**src/rtl/wdt_rst_pkg.sv**
```systemverilog
package wdt_rst_pkg;

  localparam int unsigned NUM_SRC = 5;
  localparam int unsigned PER_W   = 3;

  localparam int unsigned IDX_POR = 0;
  localparam int unsigned IDX_EXT = 1;
  localparam int unsigned IDX_BOD = 2;
  localparam int unsigned IDX_WDT = 3;
  localparam int unsigned IDX_DBG = 4;

  typedef enum logic {
    ST_RUN  = 1'b0,
    ST_HOLD = 1'b1
  } wd_state_e;

endpackage

```
**src/rtl/wdt_ctl.sv**
```systemverilog
module wdt_ctl
  import wdt_rst_pkg::*;
#(
  parameter int unsigned WIN_CYC = 4
) (
  input  logic             clk,
  input  logic             rst_sn,
  input  logic             por,
  input  logic             wr,
  input  logic             unlock,
  input  logic             en_in,
  input  logic [PER_W-1:0] per_in,
  output logic             en_o,
  output logic [PER_W-1:0] per_o
);

  localparam int unsigned WW = $clog2(WIN_CYC + 1);

  logic             en_q, en_d;
  logic [PER_W-1:0] per_q, per_d;
  logic [WW-1:0]    win_q, win_d;
  logic             win_open;

  assign win_open = (win_q != '0);

  always_comb begin
    en_d  = en_q;
    per_d = per_q;
    win_d = win_q;
    if (por) begin
      en_d  = 1'b0;
      per_d = '0;
      win_d = '0;
    end else if (wr) begin
      if (unlock) begin
        win_d = WW'(WIN_CYC);
        en_d  = en_q | en_in;
      end else if (win_open) begin
        en_d  = en_in;
        per_d = per_in;
        win_d = '0;
      end else begin
        en_d  = en_q | en_in;
      end
    end else if (win_open) begin
      win_d = win_q - WW'(1);
    end
  end

  always_ff @(posedge clk or negedge rst_sn) begin
    if (!rst_sn) begin
      en_q  <= 1'b0;
      per_q <= '0;
      win_q <= '0;
    end else begin
      en_q  <= en_d;
      per_q <= per_d;
      win_q <= win_d;
    end
  end

  assign en_o  = en_q;
  assign per_o = per_q;

  // with the window closed the period cannot move
  assert_locked_period_R5: assert property (@(posedge clk) disable iff (!rst_sn)
    (!win_open && !por) |=> $stable(per_q));

  // with the window closed an enabled watchdog stays enabled
  assert_locked_enable_R5: assert property (@(posedge clk) disable iff (!rst_sn)
    (en_q && !win_open && !por) |=> en_q);

endmodule

```
**src/rtl/wdt_count.sv**
```systemverilog
module wdt_count
  import wdt_rst_pkg::*;
#(
  parameter int unsigned BASE_EXP = 14,
  parameter int unsigned HOLD_CYC = 16
) (
  input  logic             clk,
  input  logic             rst_sn,
  input  logic             por,
  input  logic             src_clr,
  input  logic             kick,
  input  logic             tick,
  input  logic             en,
  input  logic [PER_W-1:0] per,
  output logic             hold_o,
  output logic             timeout_o
);

  localparam int unsigned CW = BASE_EXP + (1 << PER_W) + 1;
  localparam int unsigned HW = $clog2(HOLD_CYC);

  wd_state_e       st_q, st_d;
  logic [CW-1:0]   cnt_q, cnt_d;
  logic [HW-1:0]   hcnt_q, hcnt_d;
  logic [CW-1:0]   lim_m1;
  logic            cnt_ce;
  logic            timeout;

  assign lim_m1 = (CW'(1) << (BASE_EXP + int'(per))) - CW'(1);

  always_comb begin
    st_d    = st_q;
    cnt_d   = cnt_q;
    hcnt_d  = hcnt_q;
    timeout = 1'b0;
    if (por) begin
      st_d   = ST_RUN;
      cnt_d  = '0;
      hcnt_d = '0;
    end else if (st_q == ST_HOLD) begin
      cnt_d = '0;
      if (hcnt_q == HW'(HOLD_CYC - 1)) begin
        st_d   = ST_RUN;
        hcnt_d = '0;
      end else begin
        hcnt_d = hcnt_q + HW'(1);
      end
    end else if (!en || kick || src_clr) begin
      cnt_d = '0;
    end else if (tick) begin
      if (cnt_q >= lim_m1) begin
        timeout = 1'b1;
        st_d    = ST_HOLD;
        cnt_d   = '0;
        hcnt_d  = '0;
      end else begin
        cnt_d = cnt_q + CW'(1);
      end
    end
  end

  assign cnt_ce = (cnt_d != cnt_q) || (st_d != st_q) || (hcnt_d != hcnt_q);

  always_ff @(posedge clk or negedge rst_sn) begin
    if (!rst_sn) begin
      st_q   <= ST_RUN;
      cnt_q  <= '0;
      hcnt_q <= '0;
    end else if (cnt_ce) begin
      st_q   <= st_d;
      cnt_q  <= cnt_d;
      hcnt_q <= hcnt_d;
    end
  end

  assign hold_o    = (st_q == ST_HOLD);
  assign timeout_o = timeout;

  // a disabled watchdog never enters the hold state
  assert_off_no_hold_R10: assert property (@(posedge clk) disable iff (!rst_sn)
    (st_q == ST_RUN && !en) |=> st_q == ST_RUN);

  // a restart strobe prevents a timeout in that cycle
  assert_kick_blocks_R3: assert property (@(posedge clk) disable iff (!rst_sn)
    (st_q == ST_RUN && kick) |=> st_q == ST_RUN);

  // a fresh hold lasts more than one cycle unless power-on intervenes
  assert_hold_min_R4: assert property (@(posedge clk) disable iff (!rst_sn)
    ($rose(hold_o) && !por) |=> hold_o);

endmodule

```
**src/rtl/wdt_flags.sv**
```systemverilog
module wdt_flags
  import wdt_rst_pkg::*;
(
  input  logic               clk,
  input  logic               rst_sn,
  input  logic               por,
  input  logic               wr,
  input  logic [NUM_SRC-1:0] keep,
  input  logic [NUM_SRC-1:0] set_vec,
  output logic [NUM_SRC-1:0] flags_o
);

  logic [NUM_SRC-1:0] flags_q, flags_d;
  logic [NUM_SRC-1:0] por_only;

  always_comb begin
    por_only          = '0;
    por_only[IDX_POR] = 1'b1;
  end

  always_comb begin
    if (por) begin
      flags_d = por_only;
    end else begin
      flags_d = (wr ? (flags_q & keep) : flags_q) | set_vec;
    end
  end

  always_ff @(posedge clk or negedge rst_sn) begin
    if (!rst_sn) begin
      flags_q <= por_only;
    end else begin
      flags_q <= flags_d;
    end
  end

  assign flags_o = flags_q;

  // power-on leaves only its own flag
  assert_por_flags_R8: assert property (@(posedge clk) disable iff (!rst_sn)
    por |=> (flags_q == por_only));

  // without a write or power-on no flag is lost
  assert_sticky_R9: assert property (@(posedge clk) disable iff (!rst_sn)
    (!wr && !por) |=> ((flags_q & $past(flags_q)) == $past(flags_q)));

endmodule

```
**src/rtl/wdt_reset_unit.sv**
```systemverilog
module wdt_reset_unit
  import wdt_rst_pkg::*;
#(
  parameter int unsigned BASE_EXP = 14,
  parameter int unsigned HOLD_CYC = 16,
  parameter int unsigned WIN_CYC  = 4
) (
  input  logic               clk,
  input  logic               rst_n,
  input  logic               tick,
  input  logic               kick,
  input  logic               ctl_wr,
  input  logic               ctl_unlock,
  input  logic               ctl_en,
  input  logic [PER_W-1:0]   ctl_period,
  input  logic               flag_wr,
  input  logic [NUM_SRC-1:0] flag_keep,
  input  logic               por_req,
  input  logic               ext_req,
  input  logic               bod_req,
  input  logic               dbg_req,
  output logic               sys_rst_req,
  output logic [NUM_SRC-1:0] cause_flags,
  output logic               cfg_en,
  output logic [PER_W-1:0]   cfg_period
);

  logic [1:0]         rst_sync_q;
  logic               rst_sn;
  logic               en;
  logic [PER_W-1:0]   per;
  logic               hold;
  logic               timeout;
  logic               src_clr;
  logic [NUM_SRC-1:0] set_vec;

  always_ff @(posedge clk or negedge rst_n) begin
    if (!rst_n) begin
      rst_sync_q <= 2'b00;
    end else begin
      rst_sync_q <= {rst_sync_q[0], 1'b1};
    end
  end

  assign rst_sn  = rst_sync_q[1];
  assign src_clr = ext_req | bod_req | dbg_req;

  always_comb begin
    set_vec          = '0;
    set_vec[IDX_EXT] = ext_req;
    set_vec[IDX_BOD] = bod_req;
    set_vec[IDX_WDT] = timeout;
    set_vec[IDX_DBG] = dbg_req;
  end

  wdt_ctl #(.WIN_CYC(WIN_CYC)) i_ctl (
    .clk    (clk),
    .rst_sn (rst_sn),
    .por    (por_req),
    .wr     (ctl_wr),
    .unlock (ctl_unlock),
    .en_in  (ctl_en),
    .per_in (ctl_period),
    .en_o   (en),
    .per_o  (per)
  );

  wdt_count #(.BASE_EXP(BASE_EXP), .HOLD_CYC(HOLD_CYC)) i_count (
    .clk       (clk),
    .rst_sn    (rst_sn),
    .por       (por_req),
    .src_clr   (src_clr),
    .kick      (kick),
    .tick      (tick),
    .en        (en),
    .per       (per),
    .hold_o    (hold),
    .timeout_o (timeout)
  );

  wdt_flags i_flags (
    .clk     (clk),
    .rst_sn  (rst_sn),
    .por     (por_req),
    .wr      (flag_wr),
    .keep    (flag_keep),
    .set_vec (set_vec),
    .flags_o (cause_flags)
  );

  assign sys_rst_req = hold;
  assign cfg_en      = en;
  assign cfg_period  = per;

  // a rising reset request is always accompanied by the watchdog flag
  assert_wdt_flag_R6: assert property (@(posedge clk) disable iff (!rst_sn)
    $rose(sys_rst_req) |-> cause_flags[IDX_WDT]);

endmodule

```
**config.mk**
```make
export PLATFORM = sky130hd
export DESIGN_NAME = wdt_reset_unit
export DESIGN_NICKNAME = d
export VERILOG_FILES = /design/src/rtl/wdt_rst_pkg.sv /design/src/rtl/wdt_ctl.sv /design/src/rtl/wdt_count.sv /design/src/rtl/wdt_flags.sv /design/src/rtl/wdt_reset_unit.sv
export SDC_FILE = /design/constraint.sdc
export NUM_CORES = 1
export LEC_CHECK = 0
export BUFFER_PORTS_ARGS = -buffer_cell sky130_fd_sc_hd__buf_2
export CAP_MARGIN = 5
export CORE_MARGIN = 2
export CORE_UTILIZATION = 45
export CTS_BUF_LIST = sky130_fd_sc_hd__clkbuf_8
export DETAILED_ROUTE_END_ITERATION = 8
export GPL_ROUTABILITY_DRIVEN = 1
export PLACE_DENSITY = 0.67
export SETUP_SLACK_MARGIN = 0.5
export SYNTH_ARGS = -nofsm -noshare
export SYNTH_HDL_FRONTEND = slang
export SYNTH_HIERARCHICAL = 1
export SYNTH_SLANG_ARGS = --single-unit
```
**constraint.sdc**
```tcl
create_clock -name clk -period 2.4 [get_ports clk]
set_input_delay 0.48 -clock clk [delete_from_list [all_inputs] [get_ports clk]]
set_output_delay 0.48 -clock clk [all_outputs]
set_load 0.005 [all_outputs]
```
==> impl_metrics.ini, run 1 <==
[logic_synthesis]
synth-async-reset-ratio = 1.000
netlist_instances = 290
synth.top_cells.by_area = dfrtp_1 (38%), ha_1 (11%), nor3_1 (6.5%)
syn_area_per_cell_um2 = 9.349
yosys.area.top_type = dfrtp_1
synth_top_area_share = 0.3784
ys_seq_area_frac = 0.3881
synth_most_common_cell = dfrtp_1
ys_types = 46
netlist_area_um2 = 2711
ys_warn_count = 6
netlist_top_cells_count = dfrtp_1 (41), nor3_1 (35), nand2_1 (27)
synth-edff-count = 0
ys.flop_type = dfrtp_1
ys_ff_latch = 42

[timing]
worst_pin_slew_ns = 0.8901
max-slew-margin-rel = 0.4066
hold_viol_final = 0
period_share = 1.216
setup_ws_ns = -0.5195
fin_crit_ns = 2.920
hold_slack_ns = 0.3520
fmax_ghz = 0.3425
maxSlewViolCount = 0
setup_viol = 29
fin_skew_ns = 0.01019
rsz0062_at_grt = yes

[critical_path]
critPathMaxFanout = 4
cp.required_ns = 2.61
cpPeakStageDelay_ns = 0.39
start_kind = flop
crit_buf_inv = 3
critPathTopFamily = simple AND/OR/NAND/NOR gates
critPathCaptureType = flop
crit_slowest_cell = dfrtp_2
cp_cell_sequence = inv_4 -> ha_4 -> inv_2 -> buf_4 -> nor3_4 -> xnor2_1 -> nand2b_1 -> ha_4 -> nand2_1 -> nor2_2 -> nand4_1 -> o31a_1 -> a31oi_4 -> nor2b_4 -> nor2_1 -> nor3_1
path_common_cell = ha_4
worstPathArrival_ns = 3.13
crit_type = reg -> reg

[clocking]
cts_buffers = 5
cts_tree = done
clkLatencyLatePin_ns = 0.29
clkTransAtPathRegs_ns = 0.08
htreeDepth = 2
cts_sinks = 42
cts_buffer_depth = 2
cts_root_buf = clkbuf_8

[floorplanning]
start_util = 0.4607
die_h_um = 81.62
io_pins = 30
dieArea_um2 = 6662
core_area_um2 = 5886
rows = 28
fp.dieW_um = 81.62

[place]
place_hpwl_mm = 4.526
place_area_um2 = 3261
place.gp.congestion = 0.8167
pre_cts_slack_ns = -0.6021
port_buffers = 29
placedCellCount = 418

[hold_path]
hp-class = reg -> reg

[pwr]
vdd_drop_max_mv = 0.2965
p_total_uw = 1460
p_leak_uw = 0.001491
p_per_area_nw_per_um2 = 418.6

[grt]
grt_max_degree = 41
grt_pass1_wl_mm = 10.73
grt_remaining_overflow = 0
antenna_found_initial = 0
grt_pass1_vias = 2381
grt.total_usage = 0.2084

[routing]
totalWireLength_mm = 6.158
drtIter0Drc = 113
wire_per_inst_um = 14.19
vias = 2312
drcViolationCount = 0
vias_per_cell = 5.327
final_antenna_net_count = 0
dr.pass1.iters = 4

[layout]
drive_gt1_frac = 0.3231
area.growth.synth_to_final_pct = 28.61
final_cell_count_no_fill = 434
design_area_um2 = 3487
final_nets = 402
diodes = 0

[status]
violations = negative setup slack
status = complete, but fails checks

[run]
cap_violations = 0
## cells by family after synthesis
group                      count (synthesis)  share of synthesized area
AOI/OAI and AO/OA                         39                     0.1029
xor gates and xnor gates                  27                    0.08721
adders and majority gates                 24                     0.1108
buffers and inverters                     19                    0.03322
DFF                                       42                     0.3881
muxes                                      4                    0.01477
other                                      3                   0.004153
and+or+nand+nor                          132                     0.2589
## per-stage QoR
stage | utilization | setup TNS (ns)
finish | 0.5925 | -13.18
global route | 0.5925 | -18.57
floorplan | - | -14.84
detailed placement | 0.5540 | -13.31
global placement | 0.5540 | -11.82
CTS | 0.5874 | -12.53
## power breakdown
group | internal (uW) | switching (uW)
clock network | 197 | 236
logic | 137 | 142
registers | 725 | 22.6
total | 1060 | 400
## final cells by class
type / instances / area [um2]
Timing Repair Buffer: 66 / 447.9
Clock buffer: 5 / 68.82
Sequential cell: 42 / 1055
Inverter: 12 / 47.55
Clock inverter: 3 / 13.76
Multi-Input combinational cell: 231 / 1760
Fill cell: 526 / 2399
Tap cell: 75 / 93.84
## per-layer routing
layer / vias to the layer above / routed length (um) / GRT usage / share of wire
li1: 1160 / - / - / -
met1: 1119 / 2860 / 0.2632 / 0.46
met2: 26 / 3064 / 0.3615 / 0.50
met3: 7 / 154 / 0.03846 / 0.025
met4: 0 / 78 / 0.06667 / 0.013
met5: - / 0 / 0 / 0
## sequential cells by signal (all words and copies together) (netlist names)
register and cells:
i_count/cnt_q 23, i_flags/flags_o 5, i_count/hcnt_q 4, i_ctl/per_o 3
i_ctl/win_q 3, rst_sync_q 2, i_count/hold_o 1, i_ctl/en_o 1
## placed cells by master (no fill, tap or decap), drive strengths merged, types with 11 or more instances in the layout
master  instances
buf            65
dfrtp          41
ha             24
inv            13
nand2          27
nand4          11
nor2           22
nor3           35
xor2           17
## final timing paths
path / cells past startpoint / from / end / slack (ns)
min reg2reg: 0 / rst_sync_q[0]$_DFF_PN0_ / rst_sync_q[1]$_DFF_PN0_ / 0.35
max: 16 / i_ctl/per_o[1]$_DFFE_PN0P_ / i_flags/flags_o[3]$_DFF_PN0_ / -0.52
min: 0 / rst_sync_q[0]$_DFF_PN0_ / rst_sync_q[1]$_DFF_PN0_ / 0.35
min in group asynchronous: 0 / rst_sync_q[1]$_DFF_PN0_ / i_count/cnt_q[2]$_DFFE_PN0P_ / 0.39
max reg2reg: 16 / i_ctl/per_o[1]$_DFFE_PN0P_ / i_flags/flags_o[3]$_DFF_PN0_ / -0.52
max in group asynchronous: 0 / rst_sync_q[1]$_DFF_PN0_ / i_ctl/per_o[1]$_DFFE_PN0P_ / 1.39
## timing repair
action,CTS,global route
hold buffers,1,0
gates resized for setup,10,5
setup endpoints to repair,29,29
pin swaps,14,3
endpoints found under the hold margin,2,0
setup buffers,7,0
(Power assumes the default switching activity.)
==> run 2: changes to the inputs <==
--- a/config.mk
+++ b/config.mk
@@ -13,6 +13,7 @@
 export DETAILED_ROUTE_END_ITERATION = 8
 export GPL_ROUTABILITY_DRIVEN = 1
 export PLACE_DENSITY = 0.67
+export RECOVER_POWER = 25
 export SETUP_SLACK_MARGIN = 0.5
 export SYNTH_ARGS = -nofsm -noshare
 export SYNTH_HDL_FRONTEND = slang
==> run 2 against run 1 <==
- total power is essentially flat
- the flow finishes with violations (max-capacitance violations, max-slew violations, negative setup slack)
- combinational power about the same
- sequential cell count is the same
- first-iteration DRC count decreased by 8.8%
- clock power is essentially flat
- non-clock buffer count unchanged
- critical path depth stayed put
- critical endpoint unchanged
- sequential power hardly changed
- clock skew rose by 0.0012 ns
- hold slack is essentially flat
- largest power group unchanged
==> impl_metrics.ini, run 2 (same netlist as run 1, synthesis figures left out) <==
[status]
status = complete, but fails checks
violations = max-capacitance violations, max-slew violations, negative setup slack

[run]
cap_violations = 1

[grt]
grt.total_usage = 0.2084
antenna_found_initial = 0
grt_max_degree = 41
grt_remaining_overflow = 0
grt_pass1_vias = 2381
grt_pass1_wl_mm = 10.73

[layout]
layout.area.seq_um2 = 1054
final_nets = 402
drive_gt1_frac = 0.3092
mostFrequentLayoutCells = dfrtp_1 (40), buf_4 (30), buf_2 (27)
final_common_cell = dfrtp_1
diodes = 0
fill_cells = 529
multi_input_area_um2 = 1750
largest_register_ffs = 23
design_area_um2 = 3473
top_register = i_count/cnt_q
area.growth.synth_to_final_pct = 28.10

[timing]
setup_ws_ns = -0.5210
rsz0062_at_grt = yes
fin_crit_ns = 2.921
worst_pin_slew_ns = 1.620
max-slew-margin-rel = -0.08007
period_share = 1.217
tns_ns = -13.21
hold_viol_final = 0
setup_viol = 29
fmax_ghz = 0.3423
maxSlewViolCount = 41
fin_skew_ns = 0.01137
hold_slack_ns = 0.3521

[critical_path]
cp.required_ns = 2.61
timing.rr.start = i_ctl/per_o[1]$_DFFE_PN0P_
r2r_end = i_flags/flags_o[3]$_DFF_PN0_
crit_slowest_cell = dfrtp_2
critPathMaxFanout = 4
cpPeakStageDelay_ns = 0.39
cp_cell_sequence = inv_4 -> ha_4 -> inv_2 -> buf_4 -> nor3_4 -> xnor2_1 -> nand2b_1 -> ha_4 -> nand2_1 -> nor2_2 -> nand4_1 -> o31a_1 -> a31oi_4 -> nor2b_4 -> nor2_1 -> nor3_1
critPathCaptureType = flop
path_common_cell = ha_4
worstPathArrival_ns = 3.13
r2r_cells = 16
reg2reg_slack_ns = -0.52
crit_type = reg -> reg
start_kind = flop

[clocking]
cts_buffers = 5
cts_sinks = 42
clkTransAtPathRegs_ns = 0.08
clkLatencyLatePin_ns = 0.30
cts_root_buf = clkbuf_8
htreeDepth = 2
cts_tree = done
cts_buffer_depth = 2

[pwr]
p_total_uw = 1459
p_per_area_nw_per_um2 = 420.0
p_leak_uw = 0.001483
vdd_drop_max_mv = 0.2982

[place]
port_buffers = 29
place.gp.congestion = 0.8167
place_hpwl_mm = 4.526
place_area_um2 = 3261
pre_cts_slack_ns = -0.6021

[routing]
dr.pass1.iters = 4
vias = 2326
vias_per_cell = 5.359
final_antenna_net_count = 0
drcViolationCount = 0
wire_per_inst_um = 14.18
totalWireLength_mm = 6.155
drtIter0Drc = 103

[hold_path]
hp-class = reg -> reg
hold_end = rst_sync_q[1]$_DFF_PN0_
holdCritStartpoint = rst_sync_q[0]$_DFF_PN0_
hold_depth = 0

[floorplanning]
start_util = 0.4607
fp.dieW_um = 81.62
io_pins = 30
core_area_um2 = 5886
rows = 28
dieArea_um2 = 6662
die_h_um = 81.62
==> run 2: worst max-delay path, delay by kind of cell (launching register included) <==
family / cells / cell delay, ns
simple gates: 8 / 0.97
fa+ha+maj: 2 / 0.55
compound gates: 2 / 0.55
flops: 1 / 0.39
buf+inv: 3 / 0.21
xor+xnor: 1 / 0.16
==> run 2: area by class of cell <==
cell class	instances	area share
Clock buffer	5	0.01981
Timing Repair Buffer	66	0.1282
Tap cell	75	0.02702
Clock inverter	3	0.003963
Sequential cell	42	0.3033
Inverter	12	0.01369
Multi-Input combinational cell	231	0.5040
==> run 2: through the flow <==
step	instances	util
after global placement	418	0.5540
after detailed placement	418	0.5540
after floorplan	292	-
after CTS	434	0.5874
after global routing	434	0.5901
final	434	0.5901
==> run 2: worst max-delay path by stage <==
stage,from,end,slack (ns)
global route,i_ctl/per_o[1]$_DFFE_PN0P_,i_flags/flags_o[3]$_DFF_PN0_,-0.72
global placement,i_ctl/per_o[1]$_DFFE_PN0P_,i_flags/flags_o[3]$_DFF_PN0_,-0.48
detailed placement,i_ctl/per_o[1]$_DFFE_PN0P_,i_flags/flags_o[3]$_DFF_PN0_,-0.60
CTS,i_ctl/per_o[1]$_DFFE_PN0P_,i_flags/flags_o[3]$_DFF_PN0_,-0.52
finish,i_ctl/per_o[1]$_DFFE_PN0P_,i_flags/flags_o[3]$_DFF_PN0_,-0.52
floorplan,i_ctl/per_o[1]$_DFFE_PN0P_,i_flags/flags_o[3]$_DFF_PN0_,-0.66
==> run 2: metal layers <==
metal  share of wire  track usage
met1            0.46       0.2632
met5               0            0
met3           0.025      0.03846
met4           0.013      0.06667
met2            0.50       0.3615
==> run 2: report_power, final <==
part           switching [uW]  leakage [uW]  internal, uW
clock                     237     0.0000491           198
combinational             141      0.000864           136
sequential               22.5      0.000571           725
total                     400       0.00148          1060
==> run 2: repair_timing <==
action | in CTS | in global routing
buffers inserted | 7 | 0
pin swaps | 14 | 3
hold buffers | 1 | 0
hold endpoints to repair | 2 | 0
gates resized for setup | 10 | 5
endpoints found under the setup margin | 29 | 29
==> run 3: changes to the inputs <==
--- a/config.mk
+++ b/config.mk
@@ -14,6 +14,7 @@
 export GPL_ROUTABILITY_DRIVEN = 1
 export PLACE_DENSITY = 0.67
 export RECOVER_POWER = 25
+export REMOVE_ABC_BUFFERS = 1
 export SETUP_SLACK_MARGIN = 0.5
 export SYNTH_ARGS = -nofsm -noshare
 export SYNTH_HDL_FRONTEND = slang
==> run 3 against run 2 <==
- the flow finishes with violations (negative setup slack)
- sequential power decreased by 2%
- final area decreased by 4.1%
- via count decreased by 1.2%
- sequential share of layout area increased by 1.3 points
- routed wire length decreased by 1.4%
- final cell count decreased by 1.2%
- sequential cell count unchanged
- total power about the same
- critical path type unchanged
==> impl_metrics.ini, run 3 (same netlist as run 1, synthesis figures left out) <==
[status]
status = complete, but fails checks
violations = negative setup slack

[layout]
largest_register_ffs = 23
layout.area.seq_um2 = 1052
top_register = i_count/cnt_q
multi_input_area_um2 = 1618
diodes = 0
final_cell_count_no_fill = 429
fill_cells = 543
final_common_cell = dfrtp_1
area.growth.synth_to_final_pct = 22.80
design_area_um2 = 3329
mostFrequentLayoutCells = dfrtp_1 (41), nor3_1 (34), nand2_1 (27), buf_2 (27), buf_4 (24)
final_nets = 397
drive_gt1_frac = 0.2288

[routing]
drcViolationCount = 0
route.met3.wl_um = 171
vias_per_cell = 5.357
totalWireLength_mm = 6.071
drtIter0Drc = 138
wl_met2_mm = 2.952
maxUsedRoutingLayer = met4
wire_per_inst_um = 14.15
dr.pass1.iters = 4
drt-met1-wl_mm = 2.822
vias = 2298
final_antenna_net_count = 0

[floorplanning]
die_h_um = 81.62
io_pins = 30
fp.dieW_um = 81.62
dieArea_um2 = 6662
start_util = 0.4607
core_area_um2 = 5886
rows = 28

[place]
port_buffers = 29
place_area_um2 = 3093
placedCellCount = 413
place.gp.congestion = 0.8362
place_hpwl_mm = 4.288

[run]
cap_violations = 0

[hold_path]
hp-class = reg -> reg

[clocking]
cts_buffer_depth = 2
clkTransAtPathRegs_ns = 0.08
cts_buffers = 5
cts_sinks = 42
cts_tree = done
clkLatencyLatePin_ns = 0.29
htreeDepth = 2
cts_root_buf = clkbuf_8

[pwr]
vdd_drop_max_mv = 0.2468
p_leak_uw = 0.001467
p_per_area_nw_per_um2 = 438.5

[critical_path]
critPathCaptureType = flop
cp.required_ns = 2.60
crit_type = reg -> reg
start_kind = flop
worstPathArrival_ns = 3.16
critPathMaxFanout = 4

[grt]
grt_max_degree = 41
grt_pass1_wl_mm = 10.34
grt_remaining_overflow = 0
grt_pass1_vias = 2297
antenna_found_initial = 0
grt.total_usage = 0.2029

[timing]
fmax_ghz = 0.3384
period_share = 1.231
setup_viol = 29
hold_viol_final = 0
rsz0062_at_grt = yes
fin_crit_ns = 2.955
worst_pin_slew_ns = 0.9914
maxSlewViolCount = 0
max-slew-margin-rel = 0.3390
fin_skew_ns = 0.006741
setup_ws_ns = -0.5548
==> run 3: layer usage <==
layer / global-route usage / vias up
met5: 0 / -
met4: 0.08500 / 0
met3: 0.03407 / 8
met2: 0.3361 / 35
met1: 0.2629 / 1105
li1: - / 1150
==> run 3: worst paths after layout <==
| path | start | end | slack (ns) | cells past startpoint |
|---|---|---|---|---|
| max | i_ctl/per_o[2]$_DFFE_PN0P_ | i_count/hcnt_q[3]$_DFFE_PN0P_ | -0.55 | 15 |
| min | rst_sync_q[0]$_DFF_PN0_ | rst_sync_q[1]$_DFF_PN0_ | 0.35 | 0 |
| max reg2reg | i_ctl/per_o[2]$_DFFE_PN0P_ | i_count/hcnt_q[3]$_DFFE_PN0P_ | -0.55 | 15 |
| min reg2reg | rst_sync_q[0]$_DFF_PN0_ | rst_sync_q[1]$_DFF_PN0_ | 0.35 | 0 |
| max in group asynchronous | rst_sync_q[1]$_DFF_PN0_ | i_ctl/en_o$_DFFE_PN0P_ | 1.30 | 1 |
| min in group asynchronous | rst_sync_q[1]$_DFF_PN0_ | i_count/cnt_q[12]$_DFFE_PN0P_ | 0.49 | 1 |
==> run 3: final cells by class <==
type,count,share of cell area
multi-input cells,231,0.4859
repair buffers,61,0.1293
flip-flops and latches,42,0.3160
clock buffers,6,0.02480
clock inverters,2,0.002255
well taps,75,0.02818
inverters,12,0.01353
==> run 3: timing repair <==
item	in CTS	in global routing
cloned	1	0
pin swaps	14	10
setup buffers	3	3
endpoints found under the hold margin	2	0
setup endpoints to repair	29	29
hold buffers	1	0
gates resized for setup	17	4
==> run 3: power by group <==
| group | switching, uW | internal, uW |
|---|---|---|
| sequential | 9.93 | 725 |
| clock | 230 | 226 |
| combinational | 146 | 123 |
==> run 3: worst max-delay path: stages (launching register included) <==
cell      delay [ns]
dfrtp_1         0.37
inv_2           0.07
ha_4            0.27
inv_2           0.04
or3_1           0.33
xnor2_1         0.18
ha_1            0.26
buf_4           0.13
a21oi_1         0.12
o21ai_0         0.12
a21o_1          0.19
nand2_1         0.16
a31oi_4         0.13
buf_4           0.15
buf_6           0.11
a311oi_2        0.24
==> run 3: through the flow <==
stage | util | setup TNS (ns) | worst slack (ns) | hold slack, ns | total power [uW]
5_1_grt | 0.5657 | -17.27 | -0.6600 | 0.3654 | 1539
3_5_place_dp | 0.5255 | -16.83 | -0.6784 | 0.2669 | 995.7
4_1_cts | 0.5608 | -12.88 | -0.4946 | 0.3328 | 1475
3_3_place_gp | 0.5255 | -13.99 | -0.5302 | 0.2659 | 989.2
6_report | 0.5657 | -13.62 | -0.5548 | 0.3533 | 1460
2_1_floorplan | - | -23.20 | -1.142 | 0.1844 | 899.2
